File: src/rtl/dmae_pkg.sv
package dmae_pkg;
  typedef enum logic [0:0] {
    SEQ_IDLE = 1'b0,
    SEQ_RUN  = 1'b1
  } seq_state_t;
endpackage

File: src/rtl/dmae_arm.sv
module dmae_arm (
  input  logic clk,
  input  logic rst_n,
  input  logic prog_touch,
  input  logic consume,
  output logic pending
);
  logic pend_q, pend_d;

  always_comb begin
    pend_d = pend_q;
    if (consume)    pend_d = 1'b0;
    if (prog_touch) pend_d = 1'b1;
  end

  always_ff @(posedge clk or negedge rst_n) begin
    if (!rst_n) pend_q <= 1'b1;
    else        pend_q <= pend_d;
  end

  assign pending = pend_q;

  assert_touch_arms_R9: assert property (@(posedge clk) disable iff (!rst_n)
    prog_touch |=> pending);
  assert_consume_clears_R3: assert property (@(posedge clk) disable iff (!rst_n)
    (consume && !prog_touch) |=> !pending);
endmodule

File: src/rtl/dmae_seq.sv
module dmae_seq #(
  parameter int LEN_W = 16
) (
  input  logic             clk,
  input  logic             rst_n,
  input  logic             req_valid,
  input  logic [LEN_W-1:0] req_len,
  input  logic             chan_mask,
  output logic             req_ready,
  output logic             start,
  output logic             step,
  output logic             done,
  output logic [LEN_W-1:0] done_count
);
  import dmae_pkg::*;

  seq_state_t       state_q, state_d;
  logic [LEN_W-1:0] remain_q, remain_d;
  logic [LEN_W-1:0] moved_q, moved_d;
  logic             cnt_en;
  logic             done_q, done_d;
  logic [LEN_W-1:0] dcnt_q, dcnt_d;
  logic             accept, null_req, last;

  always_comb begin
    accept   = (state_q == SEQ_IDLE) && req_valid;
    null_req = accept && (chan_mask || (req_len == '0));
    start    = accept && !null_req;
    step     = (state_q == SEQ_RUN);
    last     = step && (remain_q == LEN_W'(1));

    state_d = state_q;
    if (start)     state_d = SEQ_RUN;
    else if (last) state_d = SEQ_IDLE;

    cnt_en   = start || step;
    remain_d = start ? req_len : remain_q - LEN_W'(1);
    moved_d  = start ? '0      : moved_q + LEN_W'(1);

    done_d = last || null_req;
    dcnt_d = dcnt_q;
    if (last)          dcnt_d = moved_q + LEN_W'(1);
    else if (null_req) dcnt_d = '0;
  end

  always_ff @(posedge clk or negedge rst_n) begin
    if (!rst_n) begin
      state_q <= SEQ_IDLE;
      done_q  <= 1'b0;
      dcnt_q  <= '0;
    end else begin
      state_q <= state_d;
      done_q  <= done_d;
      dcnt_q  <= dcnt_d;
    end
  end

  always_ff @(posedge clk or negedge rst_n) begin
    if (!rst_n) begin
      remain_q <= '0;
      moved_q  <= '0;
    end else if (cnt_en) begin
      remain_q <= remain_d;
      moved_q  <= moved_d;
    end
  end

  assign req_ready  = (state_q == SEQ_IDLE);
  assign done       = done_q;
  assign done_count = dcnt_q;

  assert_no_gap_R5: assert property (@(posedge clk) disable iff (!rst_n)
    (step && remain_q != LEN_W'(1)) |=> step);
  assert_start_then_run_R5: assert property (@(posedge clk) disable iff (!rst_n)
    start |=> step);
  assert_done_follows_beat_R7: assert property (@(posedge clk) disable iff (!rst_n)
    (done && done_count != '0) |-> $past(step));
  assert_done_single_R7: assert property (@(posedge clk) disable iff (!rst_n)
    done |=> !done || $past(req_valid));
endmodule

File: src/rtl/dmae_ptr.sv
module dmae_ptr #(
  parameter int OFS_W  = 16,
  parameter int PAGE_W = 8,
  localparam int CNT_W  = OFS_W + 1,
  localparam int PHYS_W = OFS_W + PAGE_W
) (
  input  logic              clk,
  input  logic              rst_n,
  input  logic              load,
  input  logic              step,
  input  logic [OFS_W-1:0]  base_ofs,
  input  logic [OFS_W-1:0]  base_cnt,
  input  logic [PAGE_W-1:0] page_in,
  output logic [OFS_W-1:0]  cur_ofs,
  output logic [CNT_W-1:0]  cur_cnt,
  output logic [PHYS_W-1:0] phys
);
  logic [OFS_W-1:0]  ofs_q, ofs_d;
  logic [CNT_W-1:0]  cnt_q, cnt_d;
  logic [PAGE_W-1:0] page_q, page_d;
  logic              empty, upd_en;
  logic [CNT_W-1:0]  full_len;

  always_comb begin
    empty    = (cnt_q == '0);
    full_len = {1'b0, base_cnt} + CNT_W'(1);
    upd_en   = load || step;
    phys     = empty ? {page_in, base_ofs} : {page_q, ofs_q};

    ofs_d  = ofs_q;
    cnt_d  = cnt_q;
    page_d = page_q;
    if (load) begin
      ofs_d  = base_ofs;
      cnt_d  = full_len;
      page_d = page_in;
    end else if (step) begin
      if (empty) begin
        ofs_d  = base_ofs + OFS_W'(1);
        cnt_d  = {1'b0, base_cnt};
        page_d = page_in;
      end else begin
        ofs_d  = ofs_q + OFS_W'(1);
        cnt_d  = cnt_q - CNT_W'(1);
      end
    end
  end

  always_ff @(posedge clk or negedge rst_n) begin
    if (!rst_n) begin
      ofs_q  <= '0;
      cnt_q  <= '0;
      page_q <= '0;
    end else if (upd_en) begin
      ofs_q  <= ofs_d;
      cnt_q  <= cnt_d;
      page_q <= page_d;
    end
  end

  assign cur_ofs = ofs_q;
  assign cur_cnt = cnt_q;

  assert_step_decrements_R5: assert property (@(posedge clk) disable iff (!rst_n)
    (step && cur_cnt != '0) |=> cur_cnt == $past(cur_cnt) - CNT_W'(1));
  assert_page_holds_R8: assert property (@(posedge clk) disable iff (!rst_n)
    (step && cur_cnt != '0) |=> $stable(page_q));
  assert_reload_count_R6: assert property (@(posedge clk) disable iff (!rst_n)
    (step && cur_cnt == '0) |=> cur_cnt == {1'b0, $past(base_cnt)});
  assert_load_offset_R3: assert property (@(posedge clk) disable iff (!rst_n)
    load |=> cur_ofs == $past(base_ofs));
  assert_hold_when_idle_R4: assert property (@(posedge clk) disable iff (!rst_n)
    (!load && !step) |=> $stable(cur_ofs) && $stable(cur_cnt));
endmodule

File: src/rtl/autoinit_dma_engine.sv
module autoinit_dma_engine #(
  parameter int OFS_W  = 16,
  parameter int PAGE_W = 8,
  parameter int LEN_W  = 16,
  localparam int CNT_W  = OFS_W + 1,
  localparam int PHYS_W = OFS_W + PAGE_W
) (
  input  logic              clk,
  input  logic              rst_n,
  input  logic [OFS_W-1:0]  cfg_base_ofs,
  input  logic [OFS_W-1:0]  cfg_base_cnt,
  input  logic [PAGE_W-1:0] cfg_page,
  input  logic              cfg_mask,
  input  logic              cfg_touch,
  input  logic              req_valid,
  input  logic [LEN_W-1:0]  req_len,
  output logic              req_ready,
  output logic              beat_valid,
  output logic [PHYS_W-1:0] beat_addr,
  output logic              done,
  output logic [LEN_W-1:0]  done_count,
  output logic [OFS_W-1:0]  cur_ofs,
  output logic [CNT_W-1:0]  cur_cnt
);
  logic pending, start, step, load;

  dmae_arm u_arm (
    .clk        (clk),
    .rst_n      (rst_n),
    .prog_touch (cfg_touch),
    .consume    (load),
    .pending    (pending)
  );

  dmae_seq #(.LEN_W(LEN_W)) u_seq (
    .clk        (clk),
    .rst_n      (rst_n),
    .req_valid  (req_valid),
    .req_len    (req_len),
    .chan_mask  (cfg_mask),
    .req_ready  (req_ready),
    .start      (start),
    .step       (step),
    .done       (done),
    .done_count (done_count)
  );

  assign load = start && pending;

  dmae_ptr #(.OFS_W(OFS_W), .PAGE_W(PAGE_W)) u_ptr (
    .clk      (clk),
    .rst_n    (rst_n),
    .load     (load),
    .step     (step),
    .base_ofs (cfg_base_ofs),
    .base_cnt (cfg_base_cnt),
    .page_in  (cfg_page),
    .cur_ofs  (cur_ofs),
    .cur_cnt  (cur_cnt),
    .phys     (beat_addr)
  );

  assign beat_valid = step;

  assert_null_request_R4: assert property (@(posedge clk) disable iff (!rst_n)
    (req_valid && req_ready && (cfg_mask || req_len == '0))
      |=> !beat_valid && done && done_count == '0);
  assert_busy_not_ready_R7: assert property (@(posedge clk) disable iff (!rst_n)
    beat_valid |-> !req_ready);
endmodule

File: config.mk
export PLATFORM = sky130hd
export DESIGN_NAME = autoinit_dma_engine
export DESIGN_NICKNAME = d
export VERILOG_FILES = /design/src/rtl/dmae_pkg.sv /design/src/rtl/dmae_arm.sv /design/src/rtl/dmae_seq.sv /design/src/rtl/dmae_ptr.sv /design/src/rtl/autoinit_dma_engine.sv
export SDC_FILE = /design/constraint.sdc
export NUM_CORES = 1
export LEC_CHECK = 0
export ABC_AREA = 1
export BUFFER_PORTS_ARGS = -buffer_cell sky130_fd_sc_hd__buf_2
export CAP_MARGIN = 20
export CORE_UTILIZATION = 30
export DETAILED_ROUTE_END_ITERATION = 10
export SLEW_MARGIN = 20
export SYNTH_ARGS = -nofsm -noshare
export SYNTH_HDL_FRONTEND = slang
export SYNTH_SLANG_ARGS = --single-unit
File: constraint.sdc
create_clock -name clk -period 5.27 [get_ports clk]
set_clock_uncertainty 0.05 [all_clocks]
set_input_delay 0.527 -clock clk [delete_from_list [all_inputs] [get_ports clk]]
set_output_delay 0.527 -clock clk [all_outputs]
set_load 0.05 [all_outputs]
==> flow_summary.json, run 1 <==
{
  "cp_max_fo": 36,
  "synth_nets": 933,
  "hold_slack_ns": 0.0854,
  "max_slew_margin_pct": 52.8,
  "fp.dieW_um": 145,
  "r2r_slack_ns": 2.38,
  "synth-seq-cells": 92,
  "net-switching-power_mw": 2.44,
  "crit_required_ns": 4.69,
  "synth.most_common_cell": "nand2_1",
  "ant_nets": 0,
  "nets": 1055,
  "slowest_delay_ns": 0.64,
  "routedWlPerCell_um": 14.7,
  "max_freq_ghz": 0.273,
  "ys_seq_area_share_pct": 37.5,
  "layout_min_cycle_time_ns": 3.67,
  "cts_resized": 0,
  "yosys-top-cells-count": "nand2_1, inv_1, dfrtp_1, nor2_1, nand3_1",
  "io_buffers": 136,
  "final-max-slew-violation-count": 0,
  "drive_above_1_share_pct": 20.2,
  "post_cts_buffers": 0,
  "crit_slowest_cell": "inv_1",
  "cp.depth": 11,
  "cts_max_level": 3,
  "cp_cell_sequence": "inv_1 -> ha_1 -> inv_1 -> nor2_1 -> nand2_1 -> nor2_4 -> nand2_4 -> inv_1 -> nand2_1 -> nand2_1 -> buf_2",
  "worst_path_dominant_cell_family": "buffers and inverters",
  "async_flop_share_pct": 100,
  "finalPower_mw": 4.48,
  "comb_power_share_pct": 55.4,
  "ir_drop_mv": 0.244,
  "cts.clk_slew.worst_paths_ns": 0.08,
  "arrival_ns": 3.09,
  "gr-usage-all-layers_pct": 18.0,
  "power.density_nw_per_um2": 609,
  "syn-instance-count": 865,
  "pin_count": 137,
  "fin_setup_tns_ns": 0,
  "drt-pass1-iter-count": 5,
  "synth.largest_area_cell": "dfrtp_1",
  "antenna_found_initial": 1,
  "gp_congestion": 0.890,
  "tightest_slew_ns": 0.707,
  "r2r-end": "u_seq.remain_q[3]",
  "synth_area_leaders": "dfrtp_1, nand2_1, inv_1",
  "outcome": "finished clean",
  "synth_edf_count": 0,
  "r2r-start": "u_seq.step",
  "synth_top_area_share_pct": 37.1,
  "start_util_pct": 31.1,
  "mappedNetlistArea_um2": 6140,
  "grt_pass1_wl_um": 30500,
  "core_area_um2": 19800,
  "wl_um": 18500,
  "postCtsHoldBufs": 0,
  "dp.cells": 1241,
  "setup.worst_path.class": "reg2out",
  "fin_crit_sh_pct": 69.5,
  "tritoncts.num_buffers": 9,
  "synth_cell_types": 43,
  "clk-insertion-delay-late_ns": 0.36,
  "dr_total_vias": 6114,
  "synth_area_per_cell_um2": 7.10,
  "cellLeakagePower_nw": 3.63,
  "max-clock-path-buffers": 2,
  "synth_ff_type": "dfrtp_1",
  "grt_max_degree": 53,
  "rsz0062_at_grt": "false",
  "grt_overflow": 0,
  "dieArea_um2": 21100,
  "final_cells": 1258,
  "row_count": 51,
  "cts_root_buffer": "clkbuf_16",
  "dieHeight_um": 145,
  "reg2regPathDepth": 7,
  "hpwlAfterDp_um": 13400,
  "grt_pass1_vias": 5905,
  "final_hold_viol_count": 0,
  "via_per_inst": 4.86,
  "switching_share_pct": 54.5,
  "nFillCells": 2153,
  "clock_power_share_pct": 15.7,
  "p_int_mw": 2.04,
  "seqPwrFrac_pct": 28.9,
  "cts.sinks": 92,
  "critPathBufInv": 4,
  "startpoint_type": "flop",
  "area_growth_pct": 19.6,
  "synth_warnings": 0,
  "hold_path.class": "in2async",
  "cts_tree": "built",
  "initialDrtViolationCount": 351,
  "setup_viol": 0,
  "crit_path_end_kind": "output port",
  "drc": 0,
  "maxCapViolations": 0
}
-- sequential cells by signal (all words and copies together), names as in the netlist --
signal and flops:
u_seq.done 1, u_seq.done_count 16, u_arm.pending 1, u_ptr.page_q 8
u_seq.remain_q 16, u_ptr.cur_ofs 16, u_seq.step 1, u_seq.moved_q 16
u_ptr.cur_cnt 17
-- cell type report --
type / instances / area [µm²] / share of cell area (%)
well taps: 265 / 332 / 4.51
diodes: 1 / 2.50 / 0.0340
multi-input cells: 640 / 3290 / 44.8
flip-flops and latches: 92 / 2300 / 31.3
clock buffers: 9 / 225 / 3.06
clock inverters: 7 / 87.6 / 1.19
inverters: 103 / 387 / 5.26
repair buffers: 141 / 721 / 9.81
-- through the flow --
stage | setup WS, ns | util, % | instance area (µm²)
detailed placement | 2.01 | 35.6 | 7030
global route | 1.34 | 37.1 | 7350
floorplan | 1.88 | - | 6140
CTS | 1.59 | 37.1 | 7350
global placement | 2.10 | 35.6 | 7030
finish | 1.60 | 37.2 | 7350
-- worst max-delay path by stage --
stage	from	to	slack (ns)
floorplan	u_ptr.cur_cnt[0]	beat_addr[16]	1.88
global placement	u_ptr.cur_cnt[0]	beat_addr[15]	2.10
detailed placement	u_ptr.cur_cnt[0]	beat_addr[15]	2.01
CTS	u_ptr.cur_cnt[0]	beat_addr[15]	1.59
global route	u_ptr.cur_cnt[0]	beat_addr[23]	1.34
finish	u_ptr.cur_cnt[0]	beat_addr[15]	1.60
-- power groups by stage --
stage / logic, mW / registers [mW] / clock network (mW)
final: 2.48 / 1.29 / 0.704
after detailed placement: 2.49 / 1.30 / 0
after global placement: 2.47 / 1.29 / 0
after global routing: 2.72 / 1.34 / 0.753
after CTS: 2.50 / 1.29 / 0.725
after floorplan: 1.40 / 1.77 / 0
-- logic make-up (layout without fill, tap and decap cells) --
family / after synthesis / count (layout) / synth area share [%]
other cells: 0 / 1 / 0
compound gates: 140 / 140 / 13.8
buf+inv: 133 / 260 / 8.94
xor+xnor: 29 / 29 / 4.13
simple gates: 464 / 464 / 34.2
fa+ha+maj: 7 / 7 / 1.43
flops: 92 / 92 / 37.5
-- layer usage --
layer	vias to the layer above	track usage, %	share of wire [%]
met1	2847	23.7	48
met5	-	0	0
met2	155	29.7	46
li1	3089	-	-
met3	23	3.33	4.6
met4	0	5.37	1.7
-- cell usage in the layout, fill, tap and decap left out, drive strengths merged --
cell / n
ha: 7
nor4: 4
dfstp: 1
buf: 141
o21a: 1
a211oi: 1
nor3: 12
o211ai: 26
a31oi: 4
nand4: 14
inv: 106
xor2: 26
o21ai: 65
o311ai: 2
clkinv: 3
nor2: 89
dfrtp: 91
and3b: 1
and3: 1
o22ai: 15
nand3: 71
o31ai: 1
o21bai: 3
xnor2: 3
nand2: 260
nand3b: 9
or2: 3
clkbuf: 9
diode: 1
bufinv: 1
a21oi: 14
o221ai: 8
(Power assumes the default switching activity.)
==> run 2, diff against run 1 <==
--- a/config.mk
+++ b/config.mk
@@ -5,7 +5,7 @@
 export SDC_FILE = /design/constraint.sdc
 export NUM_CORES = 1
 export LEC_CHECK = 0
-export ABC_AREA = 1
+export ABC_AREA = 0
 export BUFFER_PORTS_ARGS = -buffer_cell sky130_fd_sc_hd__buf_2
 export CAP_MARGIN = 20
 export CORE_UTILIZATION = 30
==> constraint.sdc (replaced) <==
create_clock -name clk -period 3.25 [get_ports clk]
set_clock_uncertainty 0.05 [all_clocks]
set_input_delay 0.325 -clock clk [delete_from_list [all_inputs] [get_ports clk]]
set_output_delay 0.325 -clock clk [all_outputs]
set_load 0.05 [all_outputs]
==> run 2 against run 1 <==
Against the previous run:
- synthesized cell count shrank 17%
- register-to-register slack lost 2.0 ns
- setup slack lost 1.4 ns
- clock-buffer cell count is the same
- flip-flop and latch count is the same
- worst hold slack gained 0.014 ns
- combinational power shrank 66%
- critical path depth shrank 4
- global-route usage grew 0.97 points
- non-clock buffer count grew 10
- critical path type unchanged
==> flow_summary.json, run 2 <==
{
  "start_util_pct": 30.9,
  "dr_total_vias": 5958,
  "gr-usage-all-layers_pct": 18.9,
  "mostFrequentLayoutCells": "nand2_1, buf_2, dfrtp_1",
  "routedWlPerCell_um": 17.4,
  "layout_min_cycle_time_ns": 3.09,
  "fp.dieW_um": 144,
  "ir_drop_mv": 0.234,
  "synth_nets": 783,
  "crit_start": "u_ptr.cur_cnt[13]",
  "power.density_nw_per_um2": 463,
  "synth.largest_area_cell": "dfrtp_1",
  "reg2regPathDepth": 9,
  "row_count": 51,
  "synth_area_leaders": "dfrtp_1, nand2_1, o21ai_0",
  "hold_slack_ns": 0.0992,
  "num_antenna_cells": 0,
  "async_flop_share_pct": 100,
  "max_slew_margin_pct": 30.1,
  "post_cts_buffers": 0,
  "dieArea_um2": 20800,
  "arrival_ns": 2.72,
  "synth_warnings": 0,
  "setup.worst_path.class": "reg2out",
  "place_worst_setup_slack_ns": 0.444,
  "cts_tree": "built",
  "tightest_slew_ns": 1.05,
  "cts_max_level": 3,
  "initialDrtViolationCount": 509,
  "synth_cell_types": 69,
  "grt_pass1_wl_um": 30700,
  "synth.most_common_cell": "nand2_1",
  "area_growth_pct": 21.1,
  "final_common_cell": "nand2_1",
  "drt-pass1-iter-count": 5,
  "switching_share_pct": 38.7,
  "outcome": "finished clean",
  "pin_count": 137,
  "drc": 0,
  "cts.clk_slew.worst_paths_ns": 0.08,
  "synth_area_per_cell_um2": 8.50,
  "grt_overflow": 0,
  "drive_above_1_share_pct": 26.1,
  "ant_nets": 0,
  "synth-seq-cells": 92,
  "io_buffers": 136,
  "largest_reg_flops": 17,
  "finalPower_mw": 3.41,
  "grt_pass1_vias": 5624,
  "net-switching-power_mw": 1.32,
  "cp_max_fo": 26,
  "hold_depth": 2,
  "min_to": "u_arm.pending",
  "mappedNetlistArea_um2": 6080,
  "syn-instance-count": 715,
  "hpwlAfterDp_um": 13400,
  "r2r-start": "u_ptr.cur_cnt[13]",
  "core_area_um2": 19700,
  "synth_top_area_share_pct": 37.5,
  "tritoncts.num_buffers": 9,
  "rsz0062_at_grt": "false",
  "placed_area_um2": 7040,
  "gp_congestion": 0.819,
  "final_hold_viol_count": 0,
  "synth_ff_type": "dfrtp_1",
  "setup_viol": 0,
  "cellLeakagePower_nw": 3.02,
  "via_per_inst": 5.41,
  "dieHeight_um": 144,
  "r2r_slack_ns": 0.35,
  "maxCapViolations": 0,
  "crit_required_ns": 2.87,
  "max_freq_ghz": 0.323,
  "hold_path.class": "in2reg",
  "yosys-top-cells-count": "nand2_1, dfrtp_1, o21ai_0, clkbuf_1, nor2_1",
  "cts.sinks": 92,
  "fin_crit_sh_pct": 95.2,
  "fin_area_um2": 7360,
  "cts_root_buffer": "clkbuf_16",
  "grt_max_degree": 51,
  "comb_power_share_pct": 24.4,
  "clock_power_share_pct": 32.2,
  "r2r-end": "u_ptr.cur_ofs[10]",
  "crit_path_end_kind": "output port",
  "antenna_found_initial": 1,
  "startpoint_type": "flop",
  "setup_ws_ns": 0.157,
  "nets": 899,
  "final-max-slew-violation-count": 0,
  "hp-start": "cfg_touch",
  "synth_edf_count": 0,
  "clk-insertion-delay-late_ns": 0.36,
  "seqPwrFrac_pct": 43.4,
  "max-clock-path-buffers": 2,
  "ys_seq_area_share_pct": 37.9,
  "fin_setup_tns_ns": 0,
  "wl_um": 19100,
  "p_int_mw": 2.09
}
[run 2: cell types whose count changed after synthesis, moves of 15 or more]
cell,before,now
xnor2_1,3,26
nor3_1,10,25
nor4_1,4,19
o211ai_1,26,10
clkbuf_1,12,35
inv_1,97,17
nand2_1,246,139
nor2_1,74,33
nand3_1,69,31
[run 2: critical path, cell delays in order (launching register included)]
cell and delay, ns:
dfrtp_1 0.44, nor4_2 0.50, and4_2 0.37, buf_4 0.27, buf_4 0.33, nand2_1 0.09, nand2_1 0.08, buf_2 0.26
[run 2: cells by family after synthesis]
kind of cell	after synthesis	share of synthesized area, %
buffers and inverters	63	4.65
flip-flops	92	37.9
AND/OR/NAND/NOR	320	26.1
XOR/XNOR	46	6.63
multiplexers	12	2.16
AO/OA/AOI/OAI	175	21.1
adder cells (fa/ha/maj)	7	1.44
[run 2: how the worst max path moves through the flow]
stage,end,slack [ns],cells after the start
global placement,u_ptr.cur_ofs[10],0.49,11
global route,beat_addr[12],0.006,9
floorplan,u_ptr.cur_ofs[12],0.03,13
CTS,beat_addr[5],0.19,9
detailed placement,u_ptr.cur_ofs[10],0.44,9
finish,beat_addr[5],0.16,7
[run 2: stage by stage]
| stage | std cells | utilization, % |
|---|---|---|
| floorplan | 715 | - |
| global placement | 1084 | 35.8 |
| detailed placement | 1084 | 35.8 |
| CTS | 1101 | 37.4 |
| global route | 1101 | 37.4 |
| finish | 1101 | 37.4 |
[run 2: layout make-up]
type	instances	area (µm²)
Fill cell	2110	12300
Clock buffer	9	225
Clock inverter	7	85.1
Tap cell	265	332
Timing Repair Buffer	151	811
Sequential cell	92	2310
Multi-Input combinational cell	560	3530
Inverter	17	63.8
[run 2: what timing repair did]
item	4_1_cts	5_1_grt
resized for setup	0	0
endpoints found under the hold margin	48	0
hold buffers	1	0
[run 2: power groups by stage]
| stage | clock network (mW) | registers (mW) | logic [mW] |
|---|---|---|---|
| after floorplan | 0 | 1.67 | 0.384 |
| after global placement | 0 | 1.49 | 0.835 |
| after detailed placement | 0 | 1.50 | 0.830 |
| after CTS | 1.13 | 1.48 | 0.834 |
| after global routing | 1.17 | 1.51 | 0.904 |
| final | 1.10 | 1.48 | 0.833 |
[run 2: layer usage]
layer,track usage [%],share of wire [%],wire length (µm)
met1,26.4,47,9000
met2,29.5,45,8640
met3,3.38,6.5,1240
met4,6.04,1.2,236
met5,0,0.052,10
